[src/rtl/vtg_pkg.sv]
package vtg_pkg;
  localparam int unsigned REG_W   = 32;
  localparam int unsigned FIELD_W = 16;
  localparam int unsigned ADDR_W  = 4;
  localparam int unsigned CFG_HACT_BIT = 29;
  localparam int unsigned CFG_VACT_BIT = 30;

  typedef enum logic [ADDR_W-1:0] {
    A_ENABLE   = 4'd0,
    A_CONFIG   = 4'd1,
    A_HCTL     = 4'd2,
    A_VPERIOD  = 4'd3,
    A_VPULSE   = 4'd4,
    A_DHCTL    = 4'd5,
    A_DVSTART  = 4'd6,
    A_DVEND    = 4'd7,
    A_AHCTL    = 4'd8,
    A_AVSTART  = 4'd9,
    A_AVEND    = 4'd10,
    A_BORDER   = 4'd11,
    A_POLARITY = 4'd12,
    A_FRAMECNT = 4'd13,
    A_LINECNT  = 4'd14
  } vtg_addr_e;

  typedef struct packed {
    logic [REG_W-1:0] cfg;
    logic [REG_W-1:0] hctl;
    logic [REG_W-1:0] vperiod;
    logic [REG_W-1:0] vpulse;
    logic [REG_W-1:0] dhctl;
    logic [REG_W-1:0] dvstart;
    logic [REG_W-1:0] dvend;
    logic [REG_W-1:0] ahctl;
    logic [REG_W-1:0] avstart;
    logic [REG_W-1:0] avend;
    logic [REG_W-1:0] border;
    logic [REG_W-1:0] pol;
  } vtg_cfg_t;
endpackage

[src/rtl/vtg_regs.sv]
module vtg_regs
  import vtg_pkg::*;
(
  input  logic              clk_i,
  input  logic              rst_ni,
  input  logic              wr_en_i,
  input  logic [ADDR_W-1:0] wr_addr_i,
  input  logic [REG_W-1:0]  wr_data_i,
  input  logic              frame_end_i,
  output logic              en_o,
  output vtg_cfg_t          shadow_o,
  output vtg_cfg_t          live_o
);
  logic     en_q;
  vtg_cfg_t shadow_q, live_q;

  always_ff @(posedge clk_i or negedge rst_ni) begin
    if (!rst_ni) begin
      en_q     <= 1'b0;
      shadow_q <= '0;
      live_q   <= '0;
    end else begin
      // live set follows shadow only between frames
      if (!en_q || frame_end_i) live_q <= shadow_q;
      if (wr_en_i) begin
        case (vtg_addr_e'(wr_addr_i))
          A_ENABLE:   en_q             <= wr_data_i[0];
          A_CONFIG:   shadow_q.cfg     <= wr_data_i;
          A_HCTL:     shadow_q.hctl    <= wr_data_i;
          A_VPERIOD:  shadow_q.vperiod <= wr_data_i;
          A_VPULSE:   shadow_q.vpulse  <= wr_data_i;
          A_DHCTL:    shadow_q.dhctl   <= wr_data_i;
          A_DVSTART:  shadow_q.dvstart <= wr_data_i;
          A_DVEND:    shadow_q.dvend   <= wr_data_i;
          A_AHCTL:    shadow_q.ahctl   <= wr_data_i;
          A_AVSTART:  shadow_q.avstart <= wr_data_i;
          A_AVEND:    shadow_q.avend   <= wr_data_i;
          A_BORDER:   shadow_q.border  <= wr_data_i;
          A_POLARITY: shadow_q.pol     <= wr_data_i;
          default: ;
        endcase
      end
    end
  end

  assign en_o     = en_q;
  assign shadow_o = shadow_q;
  assign live_o   = live_q;
endmodule

[src/rtl/vtg_counters.sv]
module vtg_counters
  import vtg_pkg::*;
#(
  parameter int unsigned LINE_W  = 16,
  parameter int unsigned FRAME_W = 32
) (
  input  logic               clk_i,
  input  logic               rst_ni,
  input  logic               en_i,
  input  logic [FIELD_W-1:0] hperiod_i,
  input  logic [REG_W-1:0]   vperiod_i,
  output logic [REG_W-1:0]   pos_o,
  output logic [FIELD_W-1:0] hpos_o,
  output logic [LINE_W-1:0]  line_o,
  output logic [FRAME_W-1:0] frame_o,
  output logic               frame_end_o
);
  logic [REG_W-1:0]   pos_q;
  logic [FIELD_W-1:0] hpos_q;
  logic [LINE_W-1:0]  line_q;
  logic [FRAME_W-1:0] frame_q;
  logic [REG_W:0]     pos_inc;
  logic [FIELD_W:0]   hpos_inc;
  logic               line_end;

  assign pos_inc     = {1'b0, pos_q} + 1'b1;
  assign hpos_inc    = {1'b0, hpos_q} + 1'b1;
  // >= keeps a zero period from running away
  assign frame_end_o = en_i && (pos_inc >= {1'b0, vperiod_i});
  assign line_end    = hpos_inc >= {1'b0, hperiod_i};

  always_ff @(posedge clk_i or negedge rst_ni) begin
    if (!rst_ni) begin
      pos_q   <= '0;
      hpos_q  <= '0;
      line_q  <= '0;
      frame_q <= '0;
    end else if (!en_i) begin
      pos_q   <= '0;
      hpos_q  <= '0;
      line_q  <= '0;
      frame_q <= '0;
    end else if (frame_end_o) begin
      pos_q   <= '0;
      hpos_q  <= '0;
      line_q  <= '0;
      frame_q <= frame_q + 1'b1;
    end else begin
      pos_q <= pos_inc[REG_W-1:0];
      if (line_end) begin
        hpos_q <= '0;
        line_q <= line_q + 1'b1;
      end else begin
        hpos_q <= hpos_inc[FIELD_W-1:0];
      end
    end
  end

  assign pos_o   = pos_q;
  assign hpos_o  = hpos_q;
  assign line_o  = line_q;
  assign frame_o = frame_q;
endmodule

[src/rtl/vtg_decode.sv]
module vtg_decode
  import vtg_pkg::*;
#(
  parameter int unsigned PIX_W = 24
) (
  input  logic               en_i,
  input  logic [REG_W-1:0]   pos_i,
  input  logic [FIELD_W-1:0] hpos_i,
  input  vtg_cfg_t           live_i,
  input  logic [PIX_W-1:0]   pix_i,
  output logic               hsync_o,
  output logic               vsync_o,
  output logic               de_o,
  output logic               active_o,
  output logic [PIX_W-1:0]   pixel_o
);
  logic hs_raw, vs_raw, de_raw;
  logic in_dh, in_dv, in_ah, in_av;
  logic [2:0] raw_vec, pol_vec, out_vec;

  function automatic logic in_span(input logic [REG_W-1:0] v,
                                   input logic [REG_W-1:0] lo,
                                   input logic [REG_W-1:0] hi);
    return (v >= lo) && (v <= hi);
  endfunction

  always_comb begin
    hs_raw = en_i && (hpos_i < live_i.hctl[FIELD_W-1:0]);
    vs_raw = en_i && (pos_i < live_i.vpulse);
    in_dh  = in_span(REG_W'(hpos_i), REG_W'(live_i.dhctl[FIELD_W-1:0]),
                     REG_W'(live_i.dhctl[REG_W-1:FIELD_W]));
    in_dv  = in_span(pos_i, live_i.dvstart, live_i.dvend);
    in_ah  = !live_i.cfg[CFG_HACT_BIT] ||
             in_span(REG_W'(hpos_i), REG_W'(live_i.ahctl[FIELD_W-1:0]),
                     REG_W'(live_i.ahctl[REG_W-1:FIELD_W]));
    in_av  = !live_i.cfg[CFG_VACT_BIT] ||
             in_span(pos_i, live_i.avstart, live_i.avend);
    de_raw   = en_i && in_dh && in_dv;
    active_o = de_raw && in_ah && in_av;
    if (active_o)    pixel_o = pix_i;
    else if (de_raw) pixel_o = live_i.border[PIX_W-1:0];
    else             pixel_o = '0;
  end

  assign raw_vec = {de_raw, vs_raw, hs_raw};
  assign pol_vec = live_i.pol[2:0];

  for (genvar g = 0; g < 3; g++) begin : g_pol
    assign out_vec[g] = raw_vec[g] ^ pol_vec[g];
  end

  assign hsync_o = out_vec[0];
  assign vsync_o = out_vec[1];
  assign de_o    = out_vec[2];
endmodule

[src/rtl/video_timing_gen.sv]
module video_timing_gen
  import vtg_pkg::*;
#(
  parameter int unsigned PIX_W   = 24,
  parameter int unsigned LINE_W  = 16,
  parameter int unsigned FRAME_W = 32
) (
  input  logic              clk_i,
  input  logic              rst_ni,
  input  logic              wr_en_i,
  input  logic [3:0]        wr_addr_i,
  input  logic [31:0]       wr_data_i,
  input  logic [3:0]        rd_addr_i,
  output logic [31:0]       rd_data_o,
  input  logic [PIX_W-1:0]  pix_i,
  output logic              hsync_o,
  output logic              vsync_o,
  output logic              de_o,
  output logic              active_o,
  output logic [PIX_W-1:0]  pixel_o
);
  logic               en_q;
  logic               frame_end;
  vtg_cfg_t           shadow_cfg, live_cfg;
  logic [REG_W-1:0]   pos_q;
  logic [FIELD_W-1:0] hpos_q;
  logic [LINE_W-1:0]  line_q;
  logic [FRAME_W-1:0] frame_q;

  vtg_regs u_regs (
    .clk_i       (clk_i),
    .rst_ni      (rst_ni),
    .wr_en_i     (wr_en_i),
    .wr_addr_i   (wr_addr_i),
    .wr_data_i   (wr_data_i),
    .frame_end_i (frame_end),
    .en_o        (en_q),
    .shadow_o    (shadow_cfg),
    .live_o      (live_cfg)
  );

  vtg_counters #(.LINE_W(LINE_W), .FRAME_W(FRAME_W)) u_cnt (
    .clk_i       (clk_i),
    .rst_ni      (rst_ni),
    .en_i        (en_q),
    .hperiod_i   (live_cfg.hctl[REG_W-1:FIELD_W]),
    .vperiod_i   (live_cfg.vperiod),
    .pos_o       (pos_q),
    .hpos_o      (hpos_q),
    .line_o      (line_q),
    .frame_o     (frame_q),
    .frame_end_o (frame_end)
  );

  vtg_decode #(.PIX_W(PIX_W)) u_dec (
    .en_i     (en_q),
    .pos_i    (pos_q),
    .hpos_i   (hpos_q),
    .live_i   (live_cfg),
    .pix_i    (pix_i),
    .hsync_o  (hsync_o),
    .vsync_o  (vsync_o),
    .de_o     (de_o),
    .active_o (active_o),
    .pixel_o  (pixel_o)
  );

  // counters are gated so a just-stopped engine never reads stale counts
  always_comb begin
    case (vtg_addr_e'(rd_addr_i))
      A_ENABLE:   rd_data_o = {{(REG_W-1){1'b0}}, en_q};
      A_CONFIG:   rd_data_o = shadow_cfg.cfg;
      A_HCTL:     rd_data_o = shadow_cfg.hctl;
      A_VPERIOD:  rd_data_o = shadow_cfg.vperiod;
      A_VPULSE:   rd_data_o = shadow_cfg.vpulse;
      A_DHCTL:    rd_data_o = shadow_cfg.dhctl;
      A_DVSTART:  rd_data_o = shadow_cfg.dvstart;
      A_DVEND:    rd_data_o = shadow_cfg.dvend;
      A_AHCTL:    rd_data_o = shadow_cfg.ahctl;
      A_AVSTART:  rd_data_o = shadow_cfg.avstart;
      A_AVEND:    rd_data_o = shadow_cfg.avend;
      A_BORDER:   rd_data_o = shadow_cfg.border;
      A_POLARITY: rd_data_o = shadow_cfg.pol;
      A_FRAMECNT: rd_data_o = en_q ? REG_W'(frame_q) : '0;
      A_LINECNT:  rd_data_o = en_q ? REG_W'(line_q) : '0;
      default:    rd_data_o = '0;
    endcase
  end
endmodule

[config.mk]
export PLATFORM = sky130hd
export DESIGN_NAME = video_timing_gen
export DESIGN_NICKNAME = d
export VERILOG_FILES = /design/src/rtl/vtg_pkg.sv /design/src/rtl/vtg_regs.sv /design/src/rtl/vtg_counters.sv /design/src/rtl/vtg_decode.sv /design/src/rtl/video_timing_gen.sv
export SDC_FILE = /design/constraint.sdc
export NUM_CORES = 2
export LEC_CHECK = 0
export ABC_AREA = 1
export BUFFER_PORTS_ARGS = -buffer_cell sky130_fd_sc_hd__buf_2
export CAP_MARGIN = 0
export CORE_MARGIN = 2
export CORE_UTILIZATION = 40
export CTS_CLUSTER_DIAMETER = 50
export DETAILED_ROUTE_END_ITERATION = 12
export PLACE_DENSITY = 0.52
export SYNTH_ARGS = -nofsm -noshare
export SYNTH_HDL_FRONTEND = slang
export SYNTH_SLANG_ARGS = --single-unit
[constraint.sdc]
create_clock -name clk_i -period 5 [get_ports clk_i]
set_clock_uncertainty 0.15 [all_clocks]
set_input_delay 1.5 -clock clk_i [delete_from_list [all_inputs] [get_ports clk_i]]
set_output_delay 1.5 -clock clk_i [all_outputs]
set_load 0.005 [all_outputs]
---- Word-level counts from Yosys, hierarchy flattened ----
Index checks and enable logic that the tools add are counted.
operators by class
  equal/unequal tests ..................... 28
  add/subtract/negate cells ............... 4
  order comparisons ....................... 12
  reductions and logical operators ........ 32
  multiplexer cells ....................... 15
  bitwise gates (word level) .............. 3
operator list
  operator                                             count
  case mux 32 bit (15 select lines)                    1
  two-way mux 32 bit                                   5
  two-way mux 16 bit                                   7
  greater-or-equal comparator 32 bit                   2
  <= comparator 32 bit                                 2
  equality test 4 bit, second input constant           12
  two-way mux 24 bit                                   2
  adder 32 x 1 -> 33 bit, second input constant        1
  greater-or-equal comparator 33 x 32 -> 1 bit         1
  adder 32 x 1 -> 32 bit, second input constant        1
  equality test 4 x 3 -> 1 bit, second input constant  8
  greater-or-equal comparator 16 bit                   2
  <= comparator 16 bit                                 2
  less-than comparator 32 bit                          1
  AND reduction 2 bit                                  13
  adder 16 x 1 -> 17 bit, second input constant        1
  greater-or-equal comparator 17 x 16 -> 1 bit         1
  adder 16 x 1 -> 16 bit, second input constant        1
  equality test 4 x 2 -> 1 bit, second input constant  4
  less-than comparator 16 bit                          1
  logical AND 1 bit                                    11
  equality test 4 x 1 -> 1 bit, second input constant  2
  logical NOT 4 bit                                    2
  logical NOT 1 bit                                    3
  4 further kinds                                      8
storage, ports and cells
  output and inout bits ................... 60
  logic and storage cells ................. 123
  register bits after elaboration ......... 827

---- Depth between registers and ports, before layout ----
  depth in word-level cells ............... 7
  depth in mapped cells ................... 26

---- Hierarchy ----
A second synthesis with hierarchy kept.
second synthesis, totals
  cells, all modules ...................... 6605
  area total of the unflattened synthesis .. 48720.5 um2
by module, submodules not included
  module            area each (um2)  times used  cells an instance
  vtg_regs          30077.6          1           3372
  vtg_counters      7295.7           1           1031
  vtg_decode        6896.6           1           1139
  video_timing_gen  4450.5           1           1063

---- Least setup slack after synthesis ----
No wires, ideal clock.
  kind .................................... input to output
  start point ............................. input rd_addr_i[3]
  end point ............................... output rd_data_o[16]
  buffers on the path ..................... 1
  arrival time ............................ 2.726 ns
  setup slack ............................. 0.624 ns
  stages on the path ...................... 9
  cells stage by stage .................... inv_1 -> nor2_1 -> inv_1 -> nor2_1 -> inv_1 -> clkbuf_1 -> o2111ai_1 -> a211oi_1 -> o2111ai_1
on the way
  longest elaborated chain between the ends .. 2
  elaborated cells between the ends (all ways) .. 16
  classes of those cells .................. eq/ne: 14; mux: 1; reduce/logical: 1
RTL lines
  item                                               line                    source
  from (decl)                                        video_timing_gen.sv:13  input logic [3:0] rd_addr_i,
  equality test 4 bit, or another cell as far along  video_timing_gen.sv:70  case (vtg_addr_e'(rd_addr_i))
  case mux 32 bit (15 select lines) *                video_timing_gen.sv:70
  to (decl)                                          video_timing_gen.sv:14  output logic [31:0] rd_data_o,
Mark *: on every way between the ends. The rest lies on a longest branch, timed or not.

---- Final worst setup path ----
  start point ............................. input rd_addr_i[1]
  end point ............................... output rd_data_o[29]
Same word-level chain as after synthesis.

==> qor.txt <==
CTS Sinks - 798
first-pass GRT wire length - 226,000 um
row count - 117
Placed Cells - 6,415
Slew headroom - 41.9%
outcome - finished, final reports clean
crit path buf inv count - 4
post-synthesis xor/xnor area fraction - 1.40%
die height - 326 um
Post-synth ARST share - 100%
Avg Vias per Cell - 5.30
# fillers - 10,200
crit path cell chain - buf_2, nor2_4, buf_12, nand2_1, buf_4, o21ai_0, a221oi_1, nand4_1, buf_2
overall global routing resource usage - 28.7%
WHS - 327 ps
Slew @ Worst Pin - 871 ps
synth cell count leaders - nand2_1, dfrtp_1, inv_1
DIE AREA - 106,000 um2
initial antenna violation count - 3
Worst-Skew Late Latency - 700 ps
unrepaired setup endpoints after global routing - true
Core Footprint - 102,000 um2
Compound-Gate Fraction of Synth Area - 15.1%
syn avg cell area - 8.24 um2
Synth Instances - 5,019
Tmin final - 4970 ps
largest cells by area after synthesis - dfrtp_1, nand2_1, ha_1
critical path required time - 3350 ps
Pwr per Cell Area - 447 nW/um2
main combinational cell family by area after synthesis - simple AND/OR/NAND/NOR gates
type of origin of the critical path - input port
Netlist Area Pre-Place - 41,400 um2
Syn Nets - 5,376
Top Ports - 127
CP Max Fanout - 31
Non-Filler Instances - 6,653
CP Capture Type - output pin
WL/cell - 23.3 um
post-synthesis mux area share - 0%
# DRC - 0
area delta synth->final - 18.1%
CTS Buf Count - 109
Synth Area in Adders - 8.77%
fmax - 201 MHz
Port Buf Inserts - 126
First DRT Iteration DRCs - 3,263
grt ovf - 0
Root Buffer - clkbuf_16
Power, Total - 0.0219 W
clock slew at reported path FFs - 50 ps
final setup vio count - 0
WL final - 155,000 um
max cap viols - 0
Synth top area share - 48.3%
number of global-route vias before repair - 33,400
maximum vdd drop - 289 uV
CTS tree - built
Post-DRT Antenna Nets - 0
final instance area - 48,900 um2
fin crit share - 99.5%
Hold Vio Cnt, Final - 0
slowest CP cell - a221oi_1
Crit Path Class - in2out
Detailed Routing Iterations Pass 1 - 6
post-synth top area cell - dfrtp_1
DR vias - 35,300
YS warnings - 0
Die Wd - 326 um
register area share after synthesis - 48.3%
Unique masters post-synth - 46
Slew Viols, Final - 0
FF+latch count, synth - 798
CP most frequent cell - buf_2
initial core utilization - 40.5%
H-Tree Depth - 3
Worst EP arrival - 3320 ps
EDFF count, synth - 0
GP Congestion - 0.932
cell leakage power - 24.1 nW
post-DP HPWL - 115,000 um
fraction of layout cells with a size suffix above 1 - 11.6%
setup TNS - 0 ps
Worst Hold Class - reg2reg
Primary FF master, synth - dfrtp_1
Crit path max-delay family - buffers and inverters
count leader, synth - nand2_1
fin nets - 5,553
Longest Clk Path Bufs - 3
largest net degree at the start of global routing - 155
Placed Area - 44,200 um2
Post-Synth Simple-Gate Area - 18.4%
crit-path max cell delay - 360 ps
==> worst paths after layout <==
check	depth (start not counted)	slack, ps	endpoint	from
max in group asynchronous	3	2990	u_regs.live_o[47]	rst_ni
min in group asynchronous	1	590	u_regs.live_o[92]	rst_ni
setup / recovery	9	30	rd_data_o[29]	rd_addr_i[1]
hold / removal	2	330	u_regs.live_o[240]	u_regs.live_o[240]
hold reg to reg	2	330	u_regs.live_o[240]	u_regs.live_o[240]
setup reg to reg	21	330	u_regs.live_o[351]	u_cnt.pos_o[5]
==> state kept, by name (all words and copies together), names as in the netlist <==
register,cells
u_cnt.line_o,16
u_cnt.hpos_o,16
u_regs.shadow_o,384
u_regs.live_o,317
u_regs.en_o,1
u_cnt.pos_o,32
u_cnt.frame_o,32
==> stage by stage <==
| step | worst slack (ps) | util, % |
|---|---|---|
| finish | 26.6 | 47.8 |
| global route | -46.1 | 47.8 |
| CTS | -1.97 | 47.1 |
| detailed placement | 51.8 | 43.3 |
| global placement | 27.5 | 43.3 |
| floorplan | 624 | - |
==> cells in the final DEF (no fill, tap or decap), types with 16 or more instances in the layout <==
cell / synthesis / layout
dfrtp_1: 798 / 764
xor2_1: 51 / 51
a21oi_1: 168 / 164
o21ai_0: 470 / 465
nor3_1: 55 / 47
inv_1: 632 / 630
buf_4: 4 / 110
nand2_2: 3 / 28
a211oi_1: 16 / 16
o2111ai_1: 25 / 24
buf_12: 0 / 36
nor2_1: 272 / 250
o21ai_1: 310 / 315
nand4_1: 71 / 71
ha_1: 290 / 280
nand3_1: 120 / 112
a221oi_1: 56 / 56
nand2_1: 1331 / 1297
dfrtp_2: 0 / 34
clkbuf_16: 0 / 116
a32o_1: 26 / 26
nor2_2: 2 / 16
buf_2: 76 / 125
==> layer usage <==
| metal | routed length, um | GRT usage, % | up-vias |
|---|---|---|---|
| met5 | 0 | 0 | - |
| met4 | 7150 | 11.9 | 0 |
| met3 | 7580 | 3.28 | 281 |
| met2 | 73200 | 47.1 | 1074 |
| met1 | 67100 | 38.6 | 17100 |
| li1 | - | - | 16900 |
==> worst reg2reg max path, stage by stage, from the launching register on <==
cell and delay, ps:
dfrtp_2 510, buf_4 200, nand2_1 70, nor2_1 160
nand4_2 170, nor2_2 260, nand4_1 260, nor2_2 210
nand4_1 110, xor2_1 210, inv_1 70, ha_1 290
nand2_1 130, nor2_1 200, nand4_1 190, nor2_1 230
nor2_4 70, buf_12 150, nand2_8 150, buf_16 410
nand2_1 270, o21ai_1 110
==> cell type report <==
type	count	area, um2	area share, %
Multi-Input combinational cell	3368	18600	38.0
Inverter	635	2390	4.88
Sequential cell	798	20000	40.9
Timing Repair Buffer	284	2450	5.02
Clock buffer	131	2930	6.00
Antenna cell	2	5.00	0.0102
Clock inverter	67	808	1.65
Tap cell	1368	1710	3.50
==> power breakdown <==
group	internal, W	switching (W)
registers	0.00792	0.00121
logic	0.00157	0.00312
clock network	0.00480	0.00323
total	0.0143	0.00756
==> kinds of logic (layout without fill, tap and decap cells) <==
logic type	after synthesis	after routing
AND/OR/NAND/NOR	1889	1889
AO/OA/AOI/OAI	1123	1123
buffers and inverters	853	1117
flip-flops	798	798
adder cells (fa/ha/maj)	290	290
XOR/XNOR	66	66
other	0	2
==> timing repair <==
action | CTS | global route
setup endpoints to repair | 26 | 267
resized for setup | 43 | 99
gates cloned | 0 | 6
buffers inserted | 6 | 26
pin swaps | 3 | 17
hold buffers | 0 | 0
(Power assumes the default switching activity.)
